<file path="src/rtl/ddrseq_pkg.sv">
package ddrseq_pkg;

    typedef enum logic [2:0] {
        ST_IDLE,
        ST_WR_BEAT,
        ST_RD_CMD,
        ST_RD_WAIT,
        ST_RD_TAKE,
        ST_RESP
    } seq_state_t;

    localparam int BURST_BEATS = 4;
    localparam int SLOTS       = 2;

endpackage

</file>
<file path="src/rtl/ddrseq_slot_plan.sv">
// Decides which request word occupies each slot of the current burst
// and whether that slot is used at all.
module ddrseq_slot_plan (
    input  logic       pair,
    input  logic       addr_odd,
    input  logic       second,
    output logic [1:0] slot_en,
    output logic [1:0] slot_word
);
    always_comb begin
        slot_en   = 2'b00;
        slot_word = 2'b00;
        if (!pair) begin
            slot_en[addr_odd] = 1'b1;
        end else if (!addr_odd) begin
            slot_en   = 2'b11;
            slot_word = 2'b10;
        end else if (!second) begin
            slot_en   = 2'b10;
            slot_word = 2'b00;
        end else begin
            slot_en   = 2'b01;
            slot_word = 2'b01;
        end
    end
endmodule

</file>
<file path="src/rtl/ddrseq_wr_beat.sv">
// Selects the halfword and mask for one write beat.
module ddrseq_wr_beat #(
    parameter int BEAT_W = 16,
    parameter int MASK_W = 2
) (
    input  logic                active,
    input  logic [1:0]          beat,
    input  logic [2*BEAT_W-1:0] word0,
    input  logic [2*BEAT_W-1:0] word1,
    input  logic [1:0]          slot_en,
    input  logic [1:0]          slot_word,
    output logic [BEAT_W-1:0]   beat_data,
    output logic [MASK_W-1:0]   beat_mask
);
    localparam int WORD_W = 2 * BEAT_W;

    logic              slot;
    logic              used;
    logic [WORD_W-1:0] word;

    always_comb begin
        slot = beat[1];
        used = active && slot_en[slot];
        word = slot_word[slot] ? word1 : word0;
        if (!used)
            beat_data = '0;
        else if (beat[0])
            beat_data = word[WORD_W-1:BEAT_W];
        else
            beat_data = word[BEAT_W-1:0];
    end

    for (genvar g = 0; g < MASK_W; g++) begin : g_lane
        assign beat_mask[g] = active && !slot_en[slot];
    end
endmodule

</file>
<file path="src/rtl/ddrseq_rd_gather.sv">
// Collects the four beats of a read burst and presents them as slot words.
module ddrseq_rd_gather #(
    parameter int BEAT_W = 16
) (
    input  logic                clk,
    input  logic                rst_n,
    input  logic                clear,
    input  logic                take,
    input  logic [BEAT_W-1:0]   beat_data,
    output logic                last_beat,
    output logic [2*BEAT_W-1:0] slot_data [2]
);
    logic [BEAT_W-1:0] beats_q [4];
    logic [1:0]        cnt_q;

    always_ff @(posedge clk or negedge rst_n) begin
        if (!rst_n) begin
            cnt_q <= '0;
            for (int i = 0; i < 4; i++) beats_q[i] <= '0;
        end else if (clear) begin
            cnt_q <= '0;
        end else if (take) begin
            beats_q[cnt_q] <= beat_data;
            cnt_q          <= cnt_q + 2'd1;
        end
    end

    assign last_beat = take && (cnt_q == 2'd3);

    for (genvar s = 0; s < 2; s++) begin : g_slot
        assign slot_data[s] = {beats_q[2*s+1], beats_q[2*s]};
    end
endmodule

</file>
<file path="src/rtl/ddr_burst_mask_seq.sv">
module ddr_burst_mask_seq
    import ddrseq_pkg::*;
#(
    parameter int LADDR_W = 16,
    parameter int BEAT_W  = 16,
    parameter int MASK_W  = 2
) (
    input  logic                 clk,
    input  logic                 rst_n,
    input  logic                 req_valid,
    output logic                 req_ready,
    input  logic                 req_write,
    input  logic                 req_pair,
    input  logic [LADDR_W-1:0]   req_addr,
    input  logic [2*BEAT_W-1:0]  req_wdata0,
    input  logic [2*BEAT_W-1:0]  req_wdata1,
    output logic                 rsp_valid,
    output logic [2*BEAT_W-1:0]  rsp_data0,
    output logic [2*BEAT_W-1:0]  rsp_data1,
    output logic [LADDR_W:0]     mem_addr,
    output logic                 mem_wvalid,
    output logic                 mem_wfirst,
    output logic [BEAT_W-1:0]    mem_wdata,
    output logic [MASK_W-1:0]    mem_dm,
    output logic                 mem_rcmd,
    input  logic                 mem_rvalid,
    input  logic [BEAT_W-1:0]    mem_rdata
);
    localparam int WORD_W  = 2 * BEAT_W;
    localparam int PADDR_W = LADDR_W + 1;

    seq_state_t           state_q, state_d;
    logic                 op_write_q, op_pair_q, second_q;
    logic [LADDR_W-1:0]   op_addr_q;
    logic [WORD_W-1:0]    op_w0_q, op_w1_q;
    logic [1:0]           beat_q;
    logic [WORD_W-1:0]    rsp0_q, rsp1_q;

    logic                 split;
    logic [LADDR_W-2:0]   pair_idx;
    logic [PADDR_W-1:0]   burst_base;
    logic [1:0]           slot_en, slot_word;
    logic                 rd_last;
    logic [WORD_W-1:0]    rd_slot [2];
    logic                 wr_active;

    assign split     = op_pair_q && op_addr_q[0];
    assign pair_idx  = op_addr_q[LADDR_W-1:1] + {{(LADDR_W-2){1'b0}}, second_q};
    assign burst_base = {pair_idx, 2'b00};
    assign wr_active = (state_q == ST_WR_BEAT);

    ddrseq_slot_plan u_plan (
        .pair      (op_pair_q),
        .addr_odd  (op_addr_q[0]),
        .second    (second_q),
        .slot_en   (slot_en),
        .slot_word (slot_word)
    );

    ddrseq_wr_beat #(.BEAT_W(BEAT_W), .MASK_W(MASK_W)) u_wbeat (
        .active    (wr_active),
        .beat      (beat_q),
        .word0     (op_w0_q),
        .word1     (op_w1_q),
        .slot_en   (slot_en),
        .slot_word (slot_word),
        .beat_data (mem_wdata),
        .beat_mask (mem_dm)
    );

    ddrseq_rd_gather #(.BEAT_W(BEAT_W)) u_gather (
        .clk       (clk),
        .rst_n     (rst_n),
        .clear     (state_q == ST_RD_CMD),
        .take      ((state_q == ST_RD_WAIT) && mem_rvalid),
        .beat_data (mem_rdata),
        .last_beat (rd_last),
        .slot_data (rd_slot)
    );

    // state register
    always_ff @(posedge clk or negedge rst_n) begin
        if (!rst_n) state_q <= ST_IDLE;
        else        state_q <= state_d;
    end

    // next-state logic
    always_comb begin
        state_d = state_q;
        unique case (state_q)
            ST_IDLE:
                if (req_valid) state_d = req_write ? ST_WR_BEAT : ST_RD_CMD;
            ST_WR_BEAT:
                if (beat_q == 2'd3) state_d = (split && !second_q) ? ST_WR_BEAT : ST_IDLE;
            ST_RD_CMD:
                state_d = ST_RD_WAIT;
            ST_RD_WAIT:
                if (rd_last) state_d = ST_RD_TAKE;
            ST_RD_TAKE:
                state_d = (split && !second_q) ? ST_RD_CMD : ST_RESP;
            ST_RESP:
                state_d = ST_IDLE;
            default:
                state_d = ST_IDLE;
        endcase
    end

    // request capture, beat counter and response registers
    always_ff @(posedge clk or negedge rst_n) begin
        if (!rst_n) begin
            op_write_q <= 1'b0;
            op_pair_q  <= 1'b0;
            op_addr_q  <= '0;
            op_w0_q    <= '0;
            op_w1_q    <= '0;
            beat_q     <= '0;
            second_q   <= 1'b0;
            rsp0_q     <= '0;
            rsp1_q     <= '0;
        end else begin
            unique case (state_q)
                ST_IDLE: if (req_valid) begin
                    op_write_q <= req_write;
                    op_pair_q  <= req_pair;
                    op_addr_q  <= req_addr;
                    op_w0_q    <= req_wdata0;
                    op_w1_q    <= req_wdata1;
                    beat_q     <= '0;
                    second_q   <= 1'b0;
                    rsp0_q     <= '0;
                    rsp1_q     <= '0;
                end
                ST_WR_BEAT: begin
                    beat_q <= beat_q + 2'd1;
                    if (beat_q == 2'd3 && split) second_q <= 1'b1;
                end
                ST_RD_TAKE: begin
                    for (int s = 0; s < 2; s++) begin
                        if (slot_en[s]) begin
                            if (slot_word[s]) rsp1_q <= rd_slot[s];
                            else              rsp0_q <= rd_slot[s];
                        end
                    end
                    if (split) second_q <= 1'b1;
                end
                ST_RD_CMD, ST_RD_WAIT, ST_RESP: ;
                default: ;
            endcase
        end
    end

    // outputs
    always_comb begin
        req_ready  = (state_q == ST_IDLE);
        mem_wvalid = wr_active;
        mem_wfirst = wr_active && (beat_q == 2'd0);
        mem_rcmd   = (state_q == ST_RD_CMD);
        rsp_valid  = (state_q == ST_RESP);
        mem_addr   = (wr_active || mem_rcmd) ? burst_base : '0;
        rsp_data0  = rsp0_q;
        rsp_data1  = rsp1_q;
    end

    // assertions
    assert_addr_hold_R1: assert property (@(posedge clk) disable iff (!rst_n)
        (mem_wvalid && !mem_wfirst) |-> $stable(mem_addr));
    assert_first_opens_R1: assert property (@(posedge clk) disable iff (!rst_n)
        $rose(mem_wvalid) |-> mem_wfirst);
    assert_burst_aligned_R2: assert property (@(posedge clk) disable iff (!rst_n)
        (mem_wvalid || mem_rcmd) |-> (mem_addr[1:0] == 2'b00));
    assert_busy_not_ready_R6: assert property (@(posedge clk) disable iff (!rst_n)
        (mem_wvalid || mem_rcmd) |-> !req_ready);
    assert_rsp_single_R7: assert property (@(posedge clk) disable iff (!rst_n)
        rsp_valid |=> !rsp_valid);
    assert_mask_quiet_R9: assert property (@(posedge clk) disable iff (!rst_n)
        !mem_wvalid |-> (mem_dm == '0));
    assert_lanes_agree_R9: assert property (@(posedge clk) disable iff (!rst_n)
        (mem_dm == '0) || (mem_dm == '1));
endmodule

</file>
<file path="config.mk">
export PLATFORM = sky130hd
export DESIGN_NAME = ddr_burst_mask_seq
export DESIGN_NICKNAME = d
export VERILOG_FILES = /design/src/rtl/ddrseq_pkg.sv /design/src/rtl/ddrseq_slot_plan.sv /design/src/rtl/ddrseq_wr_beat.sv /design/src/rtl/ddrseq_rd_gather.sv /design/src/rtl/ddr_burst_mask_seq.sv
export SDC_FILE = /design/constraint.sdc
export NUM_CORES = 1
export LEC_CHECK = 0
export BUFFER_PORTS_ARGS = -buffer_cell sky130_fd_sc_hd__clkbuf_2
export CAP_MARGIN = 20
export CORE_ASPECT_RATIO = 1.4
export CORE_MARGIN = 2
export CORE_UTILIZATION = 51
export DETAILED_ROUTE_END_ITERATION = 12
export HOLD_SLACK_MARGIN = 0.12
export PLACE_DENSITY = 0.77
export SYNTH_ARGS = -nofsm -noshare
export SYNTH_HDL_FRONTEND = slang
export SYNTH_SLANG_ARGS = --single-unit
</file>
<file path="constraint.sdc">
create_clock -name clk -period 1.9 [get_ports clk]
set_clock_uncertainty 0.2 [all_clocks]
set_input_delay 0.19 -clock clk [delete_from_list [all_inputs] [get_ports clk]]
set_output_delay 0.19 -clock clk [all_outputs]
set_load 0.02 [all_outputs]
</file>
==> impl_metrics.prom <==
# TYPE chip_impl_metric gauge
chip_impl_info{name="outcome",value="finished with violations"} 1
chip_impl_info{name="failed_checks",value="negative setup slack"} 1
chip_impl_metric{name="core_region",unit="um2"} 21130
chip_impl_metric{name="route.final.wire_length",unit="mm"} 46.81
chip_impl_metric{name="synthDominantCellAreaShare",unit=""} 0.4965
chip_impl_metric{name="hpwl",unit="mm"} 18.99
chip_impl_info{name="hp-class",value="in2reg"} 1
chip_impl_metric{name="cap_viol_max_count",unit=""} 0
chip_impl_metric{name="synth.avg_cell_area",unit="um2"} 11.23
chip_impl_metric{name="final_min_period_over_clock_period",unit=""} 1.556
chip_impl_metric{name="cts.sink_count",unit=""} 217
chip_impl_info{name="post_synth_main_area_contributors",value="sky130_fd_sc_hd__dfrtp_1, sky130_fd_sc_hd__mux2_2, sky130_fd_sc_hd__mux2i_1, sky130_fd_sc_hd__nor2_1, sky130_fd_sc_hd__a21oi_1"} 1
chip_impl_metric{name="max_slew_margin",unit=""} 0.5581
chip_impl_metric{name="postLayoutSetupSlackWorst",unit="ns"} -1.057
chip_impl_metric{name="finalHoldViolations",unit=""} 0
chip_impl_info{name="synth-main-ff-cell",value="sky130_fd_sc_hd__dfrtp_1"} 1
chip_impl_metric{name="worstPathArrival",unit="ns"} 2.57
chip_impl_metric{name="cts_max_path_buffers",unit=""} 3
chip_impl_metric{name="antenna_found_initial",unit=""} 5
chip_impl_metric{name="global_routing_usage_summed_across_all_routing_layers",unit=""} 0.3415
chip_impl_metric{name="dr.pass1.iters",unit=""} 7
chip_impl_metric{name="io_pins",unit=""} 206
chip_impl_metric{name="multi_input_comb_area",unit="um2"} 6564
chip_impl_info{name="start_kind",value="flip-flop"} 1
chip_impl_metric{name="synth-adder-area-share",unit=""} 0.009152
chip_impl_metric{name="place.port_buffers",unit=""} 203
chip_impl_metric{name="wire_length_of_the_first_global_routing_pass",unit="mm"} 60.41
chip_impl_info{name="end_kind",value="output port"} 1
chip_impl_metric{name="grt_start_max_net_pins",unit=""} 67
chip_impl_metric{name="syn2layout_area_growth",unit="%"} 59.22
chip_impl_metric{name="synthesis.instances",unit=""} 974
chip_impl_metric{name="timing.final.max_slew_violations",unit=""} 0
chip_impl_metric{name="place.gp.congestion",unit=""} 0.8432
chip_impl_metric{name="design_power_total",unit="mW"} 28.24
chip_impl_metric{name="power.density_cell_area",unit="nW/um2"} 1622
chip_impl_metric{name="setup_viol",unit=""} 251
chip_impl_metric{name="synthMuxAreaShare",unit=""} 0.2050
chip_impl_info{name="main_combinational_cell_family_by_area_after_synthesis",value="multiplexers"} 1
chip_impl_metric{name="leakage",unit="nW"} 8.278
chip_impl_info{name="hold_start",value="req_wdata1[29]"} 1
chip_impl_metric{name="antenna_left",unit=""} 0
chip_impl_metric{name="critical_path_required",unit="ns"} 1.51
chip_impl_metric{name="drt_iter0_drc",unit=""} 987
chip_impl_metric{name="inserted_clock_buffers",unit=""} 23
chip_impl_metric{name="peakVddDrop",unit="V"} 0.001042
chip_impl_metric{name="slowest_delay",unit="ns"} 0.40
chip_impl_metric{name="timing.hold.worst_path_depth",unit=""} 3
chip_impl_metric{name="cts-htree-levels",unit=""} 1
chip_impl_info{name="synth_common_cells",value="sky130_fd_sc_hd__dfrtp_1, sky130_fd_sc_hd__mux2_2, sky130_fd_sc_hd__nor2_1"} 1
chip_impl_metric{name="timing.fmax",unit="GHz"} 0.3382
chip_impl_metric{name="layout_cells_sized_above_1",unit=""} 0.4828
chip_impl_metric{name="synthesis.area",unit="um2"} 10940
chip_impl_metric{name="placed_cells",unit=""} 1432
chip_impl_info{name="cts.root.buffer_cell",value="sky130_fd_sc_hd__clkbuf_16"} 1
chip_impl_metric{name="setup_tns",unit="ns"} -93.74
chip_impl_metric{name="die-area",unit="um2"} 22650
chip_impl_info{name="critical_path.reg2reg.endpoint",value="op_w0_q[20]$_DFFE_PN0P_"} 1
chip_impl_metric{name="holdWs",unit="ns"} 0.2357
chip_impl_metric{name="worst-slew-pin-transition",unit="ns"} 0.6582
chip_impl_metric{name="timing.final.crit_period",unit="ns"} 2.957
chip_impl_metric{name="viasPerCell",unit=""} 6.408
chip_impl_metric{name="die_height",unit="um"} 177.3
chip_impl_metric{name="synth.yosys.warnings",unit=""} 0
chip_impl_info{name="rsz0062_at_grt",value="true"} 1
chip_impl_metric{name="crit_path_max_fanout",unit=""} 5
chip_impl_metric{name="synth_enable_flop_cells",unit=""} 0
chip_impl_metric{name="globalRoute.totalOverflow",unit=""} 0
chip_impl_metric{name="die_x",unit="um"} 127.8
chip_impl_info{name="yosysMostFrequentCell",value="sky130_fd_sc_hd__dfrtp_1"} 1
chip_impl_info{name="timing.critical_path.slowest_stage_cell",value="sky130_fd_sc_hd__nor3_2"} 1
chip_impl_metric{name="insertion_delay",unit="ns"} 0.53
chip_impl_metric{name="worstRegToRegCells",unit=""} 10
chip_impl_info{name="tritoncts_clock_tree",value="built"} 1
chip_impl_metric{name="fillCellCount",unit=""} 1064
chip_impl_metric{name="synthSimpleGateAreaFrac",unit=""} 0.1033
chip_impl_metric{name="final_cells",unit=""} 1658
chip_impl_info{name="synthDominantAreaCellType",value="sky130_fd_sc_hd__dfrtp_1"} 1
chip_impl_metric{name="netlist-cell-type-count",unit=""} 50
chip_impl_metric{name="vias",unit=""} 10625
chip_impl_metric{name="drt-wirelength-per-cell",unit="um"} 28.23
chip_impl_metric{name="initial_core_util",unit=""} 0.5177
chip_impl_metric{name="final-seq-area",unit="um2"} 5434
chip_impl_metric{name="cts.clk_slew.worst_paths",unit="ns"} 0.08
chip_impl_metric{name="rows",unit=""} 63
chip_impl_metric{name="synth_compound_area_frac",unit=""} 0.1375
chip_impl_metric{name="seq_area_frac_synth",unit=""} 0.4965
chip_impl_info{name="worst_hold_path.endpoint",value="op_w1_q[29]$_DFFE_PN0P_"} 1
chip_impl_metric{name="synth-xor-area-share",unit=""} 0.008008
chip_impl_info{name="timing.critical_path.cells",value="buf_4 -> ha_4 -> ha_4 -> nand2_4 -> nor3_2 -> xnor2_1 -> nor2_1 -> buf_4"} 1
chip_impl_metric{name="remaining_drc_errors",unit=""} 0
chip_impl_metric{name="grt_pass1_vias",unit=""} 10657
chip_impl_metric{name="synth-async-reset-ratio",unit=""} 1.000
chip_impl_metric{name="nets",unit=""} 1489
chip_impl_metric{name="yosys_register_bits",unit=""} 217
chip_impl_metric{name="reg2reg_slack",unit="ns"} -0.50
chip_impl_info{name="worst_r2r_startpoint",value="state_q[1]$_DFFE_PN0P_"} 1
chip_impl_info{name="path_class",value="reg2out"} 1
-- worst max path at each step --
stage | start | end | slack (ns) | cells past startpoint
detailed placement | second_q$_DFFE_PN0P_ | mem_wdata[7] | -0.19 | 6
global placement | second_q$_DFFE_PN0P_ | mem_wdata[7] | -0.11 | 6
finish | second_q$_DFFE_PN0P_ | mem_addr[10] | -1.06 | 8
CTS | second_q$_DFFE_PN0P_ | mem_wdata[6] | -0.68 | 7
global route | second_q$_DFFE_PN0P_ | mem_addr[10] | -0.96 | 8
floorplan | state_q[1]$_DFFE_PN0P_ | mem_wdata[10] | -0.05 | 6
-- per-layer routing --
metal | track usage | up-vias | share of wire
met2 | 0.5994 | 718 | 0.49
li1 | - | 4358 | -
met5 | 0 | - | 0.00083
met4 | 0.1882 | 6 | 0.075
met3 | 0.06530 | 278 | 0.091
met1 | 0.3897 | 5265 | 0.35
-- cell type report --
| cell class | instances | share of cell area |
|---|---|---|
| multi-input cells | 676 | 0.3769 |
| repair buffers | 451 | 0.2433 |
| flip-flops and latches | 217 | 0.3121 |
| clock inverters | 8 | 0.006970 |
| well taps | 260 | 0.01868 |
| clock buffers | 34 | 0.03887 |
| diodes | 2 | 0.0002874 |
| inverters | 10 | 0.002874 |
-- power breakdown --
part | leakage, nW | switching (mW) | internal (mW)
logic | 5.17 | 7.48 | 7.23
clock network | 0.391 | 2.04 | 2.88
registers | 2.72 | 2.08 | 6.53
-- critical path, delay by kind of cell (launching register included) --
family                   cells  cell delay (ns)
adder cells (fa/ha/maj)      2             0.30
AND/OR/NAND/NOR              3             0.72
XOR/XNOR                     1             0.32
buffers and inverters        2             0.30
flip-flops                   1             0.39
-- sequential cells by signal (all words and copies together) (netlist names) --
name	count
u_gather.slot_data	64
op_w0_q	32
op_w1_q	32
rsp_data0	32
rsp_data1	32
op_addr_q	16
state_q	3
beat_q	2
u_gather.cnt_q	2
op_pair_q	1
second_q	1
-- logic make-up after synthesis --
kind of cell | Yosys count
compound gates | 241
flops | 217
mux | 206
simple gates | 205
buf+inv | 86
xor+xnor | 10
fa+ha+maj | 8
other cells | 1
-- layout by cell type, fill, tap and decap left out, types with 33 or more instances in the layout --
master                          synthesis  routed
sky130_fd_sc_hd__mux2i_1               62      35
sky130_fd_sc_hd__o21ai_0               42      33
sky130_fd_sc_hd__a21oi_1               73      38
sky130_fd_sc_hd__dlygate4sd3_1          0     102
sky130_fd_sc_hd__clkbuf_2               0     170
sky130_fd_sc_hd__buf_4                 11      64
sky130_fd_sc_hd__nor2_1               107     106
sky130_fd_sc_hd__mux2_4                 0     116
sky130_fd_sc_hd__a22o_1                34      34
sky130_fd_sc_hd__a31oi_1               35      34
sky130_fd_sc_hd__buf_6                  6      40
sky130_fd_sc_hd__dfrtp_1              217     214
-- repair_timing --
item,CTS,global route
cloned,18,10
hold endpoints to repair,366,0
hold buffers,102,0
setup buffers,39,38
setup endpoints to repair,207,250
resized for setup,169,290
pin swaps,53,70
-- stage by stage --
stage	utilization	worst slack [ns]	instance area, um2
4_1_cts	0.7699	-0.6764	16260
3_5_place_dp	0.6135	-0.1858	12960
6_report	0.8243	-1.057	17410
2_1_floorplan	-	-0.04926	11190
5_1_grt	0.8242	-0.9648	17410
3_3_place_gp	0.6135	-0.1098	12960
(Power assumes the default switching activity.)
